[config.mk]
export PLATFORM = sky130hd
export DESIGN_NAME = burst_addr_seq
export DESIGN_NICKNAME = d
export VERILOG_FILES = /design/src/rtl/burst_seq_pkg.sv /design/src/rtl/burst_load_ctrl.sv /design/src/rtl/burst_beat_cnt.sv /design/src/rtl/burst_ofs_map.sv /design/src/rtl/burst_addr_seq.sv
export SDC_FILE = /design/constraint.sdc
export NUM_CORES = 1
export LEC_CHECK = 0
export BUFFER_PORTS_ARGS = -buffer_cell sky130_fd_sc_hd__buf_4
export CORE_MARGIN = 2
export CORE_UTILIZATION = 25
export CTS_CLUSTER_DIAMETER = 80
export CTS_CLUSTER_SIZE = 16
export DETAILED_ROUTE_END_ITERATION = 10
export GPL_ROUTABILITY_DRIVEN = 0
export PLACE_DENSITY = 0.5
export REMOVE_ABC_BUFFERS = 1
export SLEW_MARGIN = 20
export SYNTH_ARGS = -nofsm -noshare
export SYNTH_HDL_FRONTEND = slang
export SYNTH_SLANG_ARGS = --single-unit
export TNS_END_PERCENT = 5
[constraint.sdc]
create_clock -name clk -period 1.5 [get_ports clk]
set_input_delay 0.45 -clock clk [delete_from_list [all_inputs] [get_ports clk]]
set_output_delay 0.45 -clock clk [all_outputs]
set_load 0.02 [all_outputs]
[src/rtl/burst_seq_pkg.sv]
// Package: shared widths and types for the burst address sequencer.
// Assumes a fixed four-beat burst group, so the offset is two bits wide.
package burst_seq_pkg;
    localparam int OFS_W = 2;
    localparam int BEATS = 1 << OFS_W;

    typedef logic [OFS_W-1:0] ofs_t;

    typedef enum logic {
        ORD_INTLV  = 1'b0,
        ORD_LINEAR = 1'b1
    } order_e;
endpackage

[src/rtl/burst_load_ctrl.sv]
// Module: burst_load_ctrl
// Decodes the two active-low strobes and the active-low advance input
// into one-hot-or-idle load/step commands. A load always wins over a step.
// Assumes all inputs are already synchronous to the sequencer clock.
module burst_load_ctrl (
    input  logic clk,
    input  logic rst_n,
    input  logic proc_strobe_n,
    input  logic ctrl_strobe_n,
    input  logic adv_n,
    output logic load,
    output logic step
);
    // Command decode: either strobe loads; advance only without a load.
    always_comb begin
        load = !proc_strobe_n || !ctrl_strobe_n;
        step = !adv_n && !load;
    end

    // a strobe edge must never be treated as an advance.
    p_strobe_blocks_step_r7: assert property (@(posedge clk) disable iff (!rst_n)
        (!proc_strobe_n || !ctrl_strobe_n) |-> !step);
endmodule

[src/rtl/burst_beat_cnt.sv]
// Module: burst_beat_cnt
// Holds the start offset, the order captured at load, and the count of
// beats taken since the load. The count wraps modulo four.
// Assumes load and step are never high together (guaranteed upstream).
module burst_beat_cnt
    import burst_seq_pkg::*;
(
    input  logic   clk,
    input  logic   rst_n,
    input  logic   load,
    input  logic   step,
    input  ofs_t   start_in,
    input  order_e order_in,
    output ofs_t   start_q,
    output ofs_t   beat_q,
    output order_e order_q
);
    // State update: reset, capture on load, or wrap-increment on step.
    always_ff @(posedge clk) begin
        if (!rst_n) begin
            start_q <= '0;
            beat_q  <= '0;
            order_q <= ORD_INTLV;
        end else if (load) begin
            start_q <= start_in;
            beat_q  <= '0;
            order_q <= order_in;
        end else if (step) begin
            beat_q  <= beat_q + ofs_t'(1);
        end
    end

    // with no command the beat count and start stay put.
    p_hold_r3: assert property (@(posedge clk) disable iff (!rst_n)
        (!load && !step) |=> ($stable(beat_q) && $stable(start_q)));

    // the fourth beat wraps back to beat zero.
    p_wrap_r6: assert property (@(posedge clk) disable iff (!rst_n)
        (step && beat_q == ofs_t'(BEATS - 1)) |=> (beat_q == '0));

    // a load restarts the count even if advance was also requested.
    p_load_restart_r7: assert property (@(posedge clk) disable iff (!rst_n)
        load |=> (beat_q == '0));
endmodule

[src/rtl/burst_ofs_map.sv]
// Module: burst_ofs_map
// Maps start offset and beat number to the burst offset, either as
// modular addition (linear) or bitwise XOR (interleaved).
// Purely combinational; assumes inputs come from registers.
module burst_ofs_map
    import burst_seq_pkg::*;
(
    input  ofs_t   start,
    input  ofs_t   beat,
    input  order_e order,
    output ofs_t   ofs
);
    ofs_t lin_ofs;
    ofs_t ilv_ofs;

    // Per-bit XOR for the interleaved order.
    for (genvar i = 0; i < OFS_W; i++) begin : g_xor
        assign ilv_ofs[i] = start[i] ^ beat[i];
    end

    // Linear order adds and drops the carry; the order selects the result.
    always_comb begin
        lin_ofs = start + beat;
        ofs     = (order == ORD_LINEAR) ? lin_ofs : ilv_ofs;
    end
endmodule

[src/rtl/burst_addr_seq.sv]
// Module: burst_addr_seq (top)
// Captures an external address on either strobe. It holds the upper bits
// and sequences the two low bits through a four-beat burst in linear or
// interleaved order. Assumes ADDR_W > 2 and synchronous inputs.
module burst_addr_seq
    import burst_seq_pkg::*;
#(
    parameter int ADDR_W = 18
) (
    input  logic              clk,
    input  logic              rst_n,
    input  logic              proc_strobe_n,
    input  logic              ctrl_strobe_n,
    input  logic              adv_n,
    input  logic              linear_n,
    input  logic [ADDR_W-1:0] addr_in,
    output logic [ADDR_W-1:0] addr_out,
    output logic [OFS_W-1:0]  beat_ofs
);
    localparam int UP_W = ADDR_W - OFS_W;

    logic              load;
    logic              step;
    ofs_t              start_q;
    ofs_t              beat_q;
    order_e            order_q;
    order_e            order_in;
    logic [UP_W-1:0]   upper_q;

    burst_load_ctrl u_ctrl (
        .clk           (clk),
        .rst_n         (rst_n),
        .proc_strobe_n (proc_strobe_n),
        .ctrl_strobe_n (ctrl_strobe_n),
        .adv_n         (adv_n),
        .load          (load),
        .step          (step)
    );

    // Order select decode: low pin means linear.
    assign order_in = linear_n ? ORD_INTLV : ORD_LINEAR;

    burst_beat_cnt u_cnt (
        .clk      (clk),
        .rst_n    (rst_n),
        .load     (load),
        .step     (step),
        .start_in (addr_in[OFS_W-1:0]),
        .order_in (order_in),
        .start_q  (start_q),
        .beat_q   (beat_q),
        .order_q  (order_q)
    );

    burst_ofs_map u_map (
        .start (start_q),
        .beat  (beat_q),
        .order (order_q),
        .ofs   (beat_ofs)
    );

    // Upper address register: loaded only by a strobe, never by an advance.
    always_ff @(posedge clk) begin
        if (!rst_n) begin
            upper_q <= '0;
        end else if (load) begin
            upper_q <= addr_in[ADDR_W-1:OFS_W];
        end
    end

    // Output assembly: held upper bits with the live offset.
    assign addr_out = {upper_q, beat_ofs};

    // the offset after a load equals the sampled low address bits.
    p_load_ofs_r2: assert property (@(posedge clk) disable iff (!rst_n)
        load |=> (beat_ofs == $past(addr_in[OFS_W-1:0])));

    // upper bits only change on a load.
    p_upper_hold_r9: assert property (@(posedge clk) disable iff (!rst_n)
        !load |=> $stable(addr_out[ADDR_W-1:OFS_W]));

    // a linear advance moves the offset up by one, modulo four.
    p_linear_step_r4: assert property (@(posedge clk) disable iff (!rst_n)
        (step && order_q == ORD_LINEAR) |=>
            (beat_ofs == ofs_t'($past(beat_ofs) + ofs_t'(1))));

    // an interleaved advance yields start XOR next beat number.
    p_intlv_step_r5: assert property (@(posedge clk) disable iff (!rst_n)
        (step && order_q == ORD_INTLV) |=>
            (beat_ofs == (start_q ^ ofs_t'($past(beat_q) + ofs_t'(1)))));
endmodule

==> summary.md, run 1 <==
- 1.17 ns — data arrival time of the critical path
- sky130_fd_sc_hd__dfxtp_1 (48%), sky130_fd_sc_hd__nand2_1 (17%), sky130_fd_sc_hd__a21boi_2 (13%) — main area contributors after synthesis
- 186 — final standard cell count with taps included and fillers excluded
- 0 — number of synthesized flops with an enable pin
- xor2_2 > xnor2_2 > buf_4 — chain of cells forming the critical path
- 43 — number of I/O port buffers
- setup timing — violations in the final reports
- sky130_fd_sc_hd__dfxtp_2 — crit path max-delay cell type
- 0.8759 — worst slew margin relative to its limit
- 1.622 ns — final period demand of the worst path
- 2 — Setup Viol. Count Final
- 0.4786 — area share of the leading cell type in the synthesized netlist
- 1299 µm² — final std cell area, no fill
- 0 — total of warnings raised by yosys
- 0.4786 — fraction of the yosys area taken by sequential cells
- 18 — 1st-iter DRT viols
- 0.35 ns — stage delay of the slowest cell on the critical path
- 1230 µm² — Post-DP Area
- 0 — total global routing overflow
- 0 — number of pins exceeding their max-slew limit in the final report
- true — unrepaired setup endpoints after global routing
- 97 — cell count after synthesis
- 1.081 — period utilisation layout
- 166 — nets@finish
- 4 — total iterations of the first detailed-routing run
- 47.86% — area growth from synthesis to layout
- sky130_fd_sc_hd__clkbuf_4 — CTS root buffer
- 21 — clock tree sinks
- 0.1505 ns — dpl ws
- 2 — largest fanout on the critical path
- 0 — Maximum Capacitance Violations
- 0.30 ns — source-to-sink clock delay at the later pin of the worst-skew pair
- 878.3 µm² — Cell Area, Synth
- 17 — number of unique standard cell types used by synthesis
- 1 — CTS H-Tree Depth
- 0 — Antenna Diode Count
- 0 — initial antenna violation count
- 21 — number of register bits inferred by synthesis
- 0.1858 ns — slew at the pin with the worst max-slew slack
- 0 — DRC viols
- primary output — Critical Path Sink Type
- 0 — share of synthesized flip-flops with an asynchronous set or reset
- 4.075 — vias per cell
- 44 — Top-Level Pins
- complete, but fails checks — outcome
- 0.3862 — post-layout utilization of the core
- 2 — maximum buffer depth of the clock tree
- 182 — total instance count after detailed placement
- sky130_fd_sc_hd__nand2_1 — most frequent cell after synthesis
- 21 — pin count of the biggest net entering global routing
- 3 — TritonCTS Buffers
- 0.4857 — fraction of layout cells with a size suffix above 1
- 370 — count of filler cells inserted in the layout
- 0 — number of endpoints with negative hold slack in the final report
- 775 — vias in the first global route
- 9.055 µm² — average footprint of a synthesized cell
- 4004 µm² — total die area
- 0 — post-route ant nets
- 0.1082 — global-route usage over all layers
- 0.2612 — Starting Density
- 867.8 nW/µm² — Pwr per Cell Area
- 3363 µm² — core area
- sky130_fd_sc_hd__nand2_1 (40), sky130_fd_sc_hd__dfxtp_1 (21), sky130_fd_sc_hd__a21boi_2 (10) — most frequent cells after synthesis
- flop — crit path launch type
- 0 — buffers inserted by post-CTS timing repair
- 0.0001946 ns — Fin Clk Skew
- 0.4496 mV — VDD IR-drop max
- 63.28 µm — Die Width
- 63.28 µm — Die Y
- yes — TritonCTS clock tree
- sky130_fd_sc_hd__dfxtp_1 — library cell with the largest summed area after synthesis
- 1.127 mW — total power consumption of the routed design
- 1443 µm — dpl hpwl
- 1.05 ns — Worst EP required
- 10.49 µm — post-DR wirelength/cell
- reg2out — critical path start-end classification
- -0.1221 ns — PnR worst setup slack
- 0.5967 nW — Static Leakage
- 758 — overall via count from detail_route
- 3387 µm — global-route wire length before repair
- in2reg — Hold WC Path Type
- 21 — std cell rows
- 1951 µm — Detailed Route WL
- 616.5 MHz — f_max
- sky130_fd_sc_hd__dfxtp_1 — Primary FF master, synth
- 0.11 ns — clock transition at the register clock pins on the worst setup and hold paths after CTS
[final cells by class]
cell class	count	area (µm²)	share of cell area
sequential	21	425.4	0.3276
tap	46	57.56	0.04432
multi-input combinational	68	429.2	0.3304
timing repair buffer	47	360.3	0.2775
clock buffer	4	26.28	0.02023
[flip-flops by register name, indices dropped and copies added, names as in the netlist]
| name | flops |
|---|---|
| u_cnt.order_q | 1 |
| u_cnt.beat_q | 2 |
| upper_q | 16 |
| u_cnt.start_q | 2 |
[layout by cell type, fill, tap and decap left out, drive strengths merged]
cell type,netlist,final
dfxtp,21,21
ha,1,1
nor2b,2,2
nor2,1,1
nor3,1,1
and2,1,1
xor2,1,1
a21boi,18,18
o211a,1,1
buf,6,47
nand2,40,40
clkbuf,2,4
xnor2,2,2
[cell families (layout without fill, tap and decap cells)]
family / after synthesis / count (layout) / synth area share
AO/OA/AOI/OAI: 19 / 19 / 0.2080
XOR/XNOR: 3 / 3 / 0.02992
buffers and inverters: 8 / 51 / 0.06694
flip-flops: 21 / 21 / 0.4786
AND/OR/NAND/NOR: 45 / 45 / 0.2023
adder cells (fa/ha/maj): 1 / 1 / 0.01424
[through the flow]
| step | hold WS (ns) | setup TNS, ns |
|---|---|---|
| floorplan | 0.4446 | -0.2696 |
| global placement | 0.4487 | 0 |
| detailed placement | 0.4520 | 0 |
| CTS | 0.3750 | -0.3161 |
| global route | 0.3627 | -0.5609 |
| finish | 0.3921 | -0.2425 |
[critical path, delay by kind of cell, from the launching register on]
kind                      cells  cell delay, ns
xor gates and xnor gates      2            0.36
DFF                           1            0.35
buffers and inverters         1            0.17
[final timing paths]
kind | from | endpoint | slack (ns) | cells past startpoint
max | u_cnt.start_q[1]$_SDFFE_PN0P_ | addr_out[1] | -0.12 | 3
min | addr_in[0] | u_cnt.start_q[0]$_SDFFE_PN0P_ | 0.39 | 3
max reg2reg | u_cnt.beat_q[0]$_SDFFE_PP0P_ | u_cnt.beat_q[1]$_SDFFE_PP0P_ | 0.63 | 3
min reg2reg | upper_q[15]$_SDFFE_PN0P_ | upper_q[15]$_SDFFE_PN0P_ | 0.47 | 2
[power breakdown]
group          internal, mW  switching (mW)
clock network         0.104           0.171
registers             0.591          0.0193
logic                 0.128           0.115
total                 0.823           0.304
[timing repair]
| action | 4_1_cts | 5_1_grt |
|---|---|---|
| hold buffers | 0 | 0 |
| pin swaps | 2 | 1 |
| endpoints found under the setup margin | 4 | 4 |
| hold endpoints to repair | 0 | 0 |
| resized for setup | 11 | 0 |
[layer usage]
metal / GRT usage / share of wire / vias up
li1: - / - / 392
met1: 0.1298 / 0.45 / 335
met2: 0.1755 / 0.46 / 29
met3: 0.03036 / 0.084 / 2
met4: 0.05707 / 0.0097 / 0
met5: 0 / 0 / -
Power figures use the tool's default switching activity.
==> run 2, diff against run 1 <==
- SETUP_SLACK_MARGIN: unset -> 0.4
==> run 2 against run 1 <==
  * The flow still finishes with violations (setup timing)
  * Design area up 6.2%
  * Count of clock-buffer cells in the layout unchanged
  * Worst hold slack worse by 0.0035 ns
  * Clock power about the same
  * Final cell count unchanged
  * Critical path depth unchanged
  * Combinational power up 7%
  * Global-route usage up 0.23 points
  * Clock skew about the same
  * Sequential share of layout area down 0.45 points
  * First-iteration DRC count up 11%
  * Non-clock buffer count unchanged
==> summary.md, run 2 (synthesized netlist as in run 1, its figures left out) <==
- 0.62 ns — flop2flop setup slack, about the same
- setup timing — violations in the final reports
- 749 — overall via count from detail_route, -1.2%
- 1.05 ns — Worst EP required, about the same
- sky130_fd_sc_hd__nand2_1 — commonest non-fill, non-tap cell in the layout
- primary output — Critical Path Sink Type
- 0.8757 — worst slew margin relative to its limit, about the same
- 21 — std cell rows, unchanged
- 43 — number of I/O port buffers, unchanged
- 0 — count of hold buffers inserted by post-cts repair, unchanged
- 182 — total instance count after detailed placement, unchanged
- 0.12 ns — clock transition at the register clock pins on the worst setup and hold paths after CTS, about the same
- 44 — Top-Level Pins, unchanged
- 0.6000 — fraction of layout cells with a size suffix above 1, +0.1143
- 3363 µm² — core area, unchanged
- 0.4589 mV — VDD IR-drop max, +2.1%
- upper_q (16), u_cnt.beat_q (2), u_cnt.start_q (2) — registers with the most flip-flops
- 166 — nets@finish, unchanged
- 2 — Setup Viol. Count Final, unchanged
- 0 — Antenna Diode Count, unchanged
- sky130_fd_sc_hd__clkbuf_4 — CTS root buffer
- 4 — total iterations of the first detailed-routing run, unchanged
- 4.027 — vias per cell, -1.2%
- 1.17 ns — data arrival time of the critical path, about the same
- 20 — 1st-iter DRT viols, +2
- 0 — number of pins exceeding their max-slew limit in the final report, unchanged
- 0 — post-route ant nets, unchanged
- 801 — vias in the first global route, +3.4%
- 4004 µm² — total die area, unchanged
- 0.1861 ns — slew at the pin with the worst max-slew slack, +0.0003158 ns
- addr_in[10] — Hold Startpoint
- sky130_fd_sc_hd__nand2_1 (39), sky130_fd_sc_hd__buf_4 (29), sky130_fd_sc_hd__dfxtp_2 (20) — most frequent cells in the layout
- u_cnt.start_q[1]$_SDFFE_PN0P_ — crit path from
- 1230 µm² — Post-DP Area, unchanged
- complete, but fails checks — outcome
- 16 — max reg flops, unchanged
- 21 — pin count of the biggest net entering global routing, unchanged
- 0 — initial antenna violation count, unchanged
- 186 — final standard cell count with taps included and fillers excluded, unchanged
- 0.3886 ns — Hold Worst Slack, -0.003527 ns
- 0.6164 nW — Static Leakage, +3.3%
- 0.1105 — global-route usage over all layers, +0.002255
- 0 — DRC viols, unchanged
- 63.28 µm — Die Y, unchanged
- 367 — count of filler cells inserted in the layout, -0.81%
- 3 — number of cells on the worst reg-to-reg path, unchanged
- 56.98% — area growth from synthesis to layout
- 63.28 µm — Die Width, unchanged
- 0.30 ns — source-to-sink clock delay at the later pin of the worst-skew pair, about the same
- true — unrepaired setup endpoints after global routing
- 21 — clock tree sinks, unchanged
- u_cnt.beat_q[1]$_SDFFE_PP0P_ — terminus of the critical flop-to-flop path
- 3 — TritonCTS Buffers, unchanged
- 615.6 MHz — f_max, -0.15%
- yes — TritonCTS clock tree
- 1379 µm² — final std cell area, no fill, +6.2%
- 0.2612 — Starting Density, unchanged
- reg2out — critical path start-end classification
- addr_out[1] — capture point of the worst path
- 0 — total global routing overflow, unchanged
- in2reg — Hold WC Path Type
- 836.1 nW/µm² — Pwr per Cell Area, -3.6%
- 0.0002188 ns — Fin Clk Skew, +0.00002420 ns
- -0.1245 ns — PnR worst setup slack, -0.002384 ns
- 1443 µm — dpl hpwl, unchanged
- 1.083 — period utilisation layout, +0.001589
- 1 — CTS H-Tree Depth, unchanged
- u_cnt.beat_q[0]$_SDFFE_PP0P_ — critical register-to-register path startpoint
- 0 — number of endpoints with negative hold slack in the final report, unchanged
- 0.1505 ns — dpl ws, unchanged
- flop — crit path launch type
- 1.624 ns — final period demand of the worst path, +0.002384 ns
- upper_q — register containing the most flip-flops in the final layout
- 0 — Maximum Capacitance Violations, unchanged
- 2 — maximum buffer depth of the clock tree, unchanged
- 429.2 µm² — area used by multi-input combinational logic, unchanged
- 1.153 mW — total power consumption of the routed design, +2.3%
- 2 — largest fanout on the critical path, unchanged
- 10.59 µm — post-DR wirelength/cell, +0.92%
- 445.4 µm² — area occupied by registers, +4.7%
- 1969 µm — Detailed Route WL, +0.92%
- 3450 µm — global-route wire length before repair, +1.9%
run 2: worst min-delay path by stage:
| stage | end | depth (start not counted) |
|---|---|---|
| 2_1_floorplan | u_cnt.start_q[0]$_SDFFE_PN0P_ | 2 |
| 3_3_place_gp | upper_q[8]$_SDFFE_PN0P_ | 2 |
| 3_5_place_dp | upper_q[12]$_SDFFE_PN0P_ | 2 |
| 4_1_cts | u_cnt.start_q[0]$_SDFFE_PN0P_ | 3 |
| 5_1_grt | u_cnt.start_q[0]$_SDFFE_PN0P_ | 3 |
| 6_report | upper_q[8]$_SDFFE_PN0P_ | 3 |
run 2: metrics by stage:
stage | util | TNS [ns]
6_report | 0.4100 | -0.2472
5_1_grt | 0.4100 | -0.5619
4_1_cts | 0.4100 | -0.3161
3_5_place_dp | 0.3657 | 0
3_3_place_gp | 0.3657 | 0
2_1_floorplan | - | -0.2696
run 2: area by class of cell:
class | count | share of cell area
Multi-Input combinational cell | 68 | 0.3113
Sequential cell | 21 | 0.3230
Tap cell | 46 | 0.04174
Timing Repair Buffer | 47 | 0.3049
Clock buffer | 4 | 0.01906
run 2: power breakdown:
group          internal [mW]  leakage [nW]  switching, mW
sequential             0.597         0.180         0.0238
clock                  0.104        0.0150          0.171
combinational          0.144         0.421          0.115
run 2: critical path, stage by stage (launching register included):
cell                      delay [ns]
sky130_fd_sc_hd__dfxtp_2        0.35
sky130_fd_sc_hd__xor2_2         0.18
sky130_fd_sc_hd__xnor2_2        0.18
sky130_fd_sc_hd__buf_4          0.17
run 2: routing by layer:
layer  vias to the layer above  global-route usage  part of all wire
li1                        392                   -                 -
met5                         -                   0                 0
met1                       330              0.1320              0.45
met2                        25              0.1809              0.47
met4                         0             0.05707            0.0096
met3                         2             0.03036             0.075
run 2: what timing repair did:
action,in CTS,in global routing
endpoints found under the setup margin,20,20
setup buffers,0,0
gates cloned,0,0
pin swaps,2,1
gates resized for setup,43,0
==> run 3, diff against run 2 <==
- CORE_UTILIZATION: 25 -> 40
- PLACE_DENSITY: 0.5 -> 0.72
==> run 3 against run 2 <==
  * Clock power is 5% lower
  * The run still ends with setup timing left
  * Clock skew is 0.0022 ns higher
  * Fmax is 0.78% higher
  * Critical endpoint is now beat_ofs[1]
==> summary.md, run 3 (synthesized netlist as in run 1, its figures left out) <==
- 0 — number of endpoints with negative hold slack in the final report, unchanged
- setup timing — violations in the final reports
- 0 — number of pins exceeding their max-slew limit in the final report, unchanged
- 0.6702 — post-layout utilization of the core, +0.2602
- 0.1623 — global-route usage over all layers, +0.05181
- 44 — Top-Level Pins, unchanged
- 0 — initial antenna violation count, unchanged
- 0.2107 ns — slew at the pin with the worst max-slew slack, +0.02456 ns
- 2587 µm² — total die area, -35%
- 1191 µm² — Post-DP Area, -3.2%
- 837.0 nW/µm² — Pwr per Cell Area, +0.10%
- 11.20 µm — post-DR wirelength/cell, +5.8%
- 1 — CTS H-Tree Depth, unchanged
- flop — crit path launch type
- 429.2 µm² — area used by multi-input combinational logic, unchanged
- 161 — total instance count after detailed placement, -12%
- 167 — final standard cell count with taps included and fillers excluded, -10%
- 0.6000 — fraction of layout cells with a size suffix above 1, unchanged
- 1.612 ns — final period demand of the worst path, -0.01261 ns
- 3 — TritonCTS Buffers, unchanged
- in2reg — Hold WC Path Type
- 0.5843 mV — VDD IR-drop max, +27%
- primary output — Critical Path Sink Type
- complete, but fails checks — outcome
- 0 — DRC viols, unchanged
- 2 — Setup Viol. Count Final, unchanged
- 0.8596 — worst slew margin relative to its limit, -0.01612
- 0 — post-route ant nets, unchanged
- 1.075 — period utilisation layout, -0.008407
- 1.16 ns — data arrival time of the critical path, about the same
- true — unrepaired setup endpoints after global routing
- reg2out — critical path start-end classification
- -0.1118 ns — PnR worst setup slack, +0.01261 ns
- 0.4344 — Starting Density, +0.1732
- 0.29 ns — source-to-sink clock delay at the later pin of the worst-skew pair, about the same
- 0 — Maximum Capacitance Violations, unchanged
- 0.6176 nW — Static Leakage, +0.20%
- 0.1509 ns — dpl ws, +0.0003670 ns
- 0 — total global routing overflow, unchanged
- 8 — 1st-iter DRT viols, -60%
- 166 — nets@finish, unchanged
- 0 — count of hold buffers inserted by post-cts repair, unchanged
- 713 — vias in the first global route, -11%
- 4 — total iterations of the first detailed-routing run, unchanged
- 445.4 µm² — area occupied by registers, unchanged
- 21 — clock tree sinks, unchanged
- sky130_fd_sc_hd__nand2_1 (39), sky130_fd_sc_hd__buf_4 (29), sky130_fd_sc_hd__dfxtp_2 (20) — most frequent cells in the layout
- 2 — largest fanout on the critical path, unchanged
- upper_q (16), u_cnt.beat_q (2), u_cnt.start_q (2) — registers with the most flip-flops
- 16 — max reg flops, unchanged
- 1295 µm — dpl hpwl, -10%
- 1870 µm — Detailed Route WL, -5.0%
- 156 — count of filler cells inserted in the layout, -57%
- 2 — maximum buffer depth of the clock tree, unchanged
- 50.86 µm — Die Y, -20%
- 50.86 µm — Die Width, -20%
- 4.473 — vias per cell, +11%
- 620.4 MHz — f_max, +0.78%
- 0.002402 ns — Fin Clk Skew, +0.002183 ns
- 0.11 ns — clock transition at the register clock pins on the worst setup and hold paths after CTS, about the same
- yes — TritonCTS clock tree
- 54.27% — area growth from synthesis to layout
- -0.2229 ns — setup TNS, +0.02428 ns
- 0 — Antenna Diode Count, unchanged
- 1.05 ns — Worst EP required, about the same
- 747 — overall via count from detail_route, -0.27%
- 1.134 mW — total power consumption of the routed design, -1.6%
- 16 — std cell rows, -24%
- 0.3935 ns — Hold Worst Slack, +0.004993 ns
- 3091 µm — global-route wire length before repair, -10%
- sky130_fd_sc_hd__clkbuf_4 — CTS root buffer
- 43 — number of I/O port buffers, unchanged
- 2022 µm² — core area, -40%
- upper_q — register containing the most flip-flops in the final layout
- 21 — pin count of the biggest net entering global routing, unchanged
- sky130_fd_sc_hd__nand2_1 — commonest non-fill, non-tap cell in the layout
- 1355 µm² — final std cell area, no fill, -1.7%
-- run 3: routing by layer --
metal	share of wire	track usage	vias to the layer above
met5	0	0	-
li1	-	-	391
met1	0.40	0.1907	320
met3	0.066	0.02047	4
met4	0.026	0.1081	0
met2	0.51	0.2763	32
-- run 3: where the power goes --
| part | internal [mW] | switching [mW] | leakage (nW) |
|---|---|---|---|
| clock | 0.104 | 0.155 | 0.0150 |
| sequential | 0.596 | 0.0229 | 0.180 |
| combinational | 0.142 | 0.115 | 0.422 |
| total | 0.841 | 0.293 | 0.618 |
-- run 3: final cells by class --
class	instances	area share
Tap cell	27	0.02493
Multi-Input combinational cell	68	0.3167
Sequential cell	21	0.3287
Clock buffer	4	0.01939
Timing Repair Buffer	47	0.3102
-- run 3: final timing paths --
path / startpoint / endpoint / slack, ns / depth (start not counted)
max: u_cnt.start_q[1]$_SDFFE_PN0P_ / beat_ofs[1] / -0.11 / 3
min: addr_in[16] / upper_q[14]$_SDFFE_PN0P_ / 0.39 / 3
max reg2reg: u_cnt.beat_q[0]$_SDFFE_PP0P_ / u_cnt.beat_q[1]$_SDFFE_PP0P_ / 0.52 / 4
min reg2reg: upper_q[7]$_SDFFE_PN0P_ / upper_q[7]$_SDFFE_PN0P_ / 0.47 / 2
-- run 3: repair_timing --
item,CTS,global route
gates resized for setup,40,3
buffers inserted,2,0
pin swaps,2,1
setup endpoints to repair,20,20
-- run 3: critical path, cell delays in order, from the launching register on --
cell and delay [ns]:
sky130_fd_sc_hd__dfxtp_2 0.35, sky130_fd_sc_hd__xor2_2 0.18, sky130_fd_sc_hd__xnor2_2 0.17, sky130_fd_sc_hd__buf_4 0.16
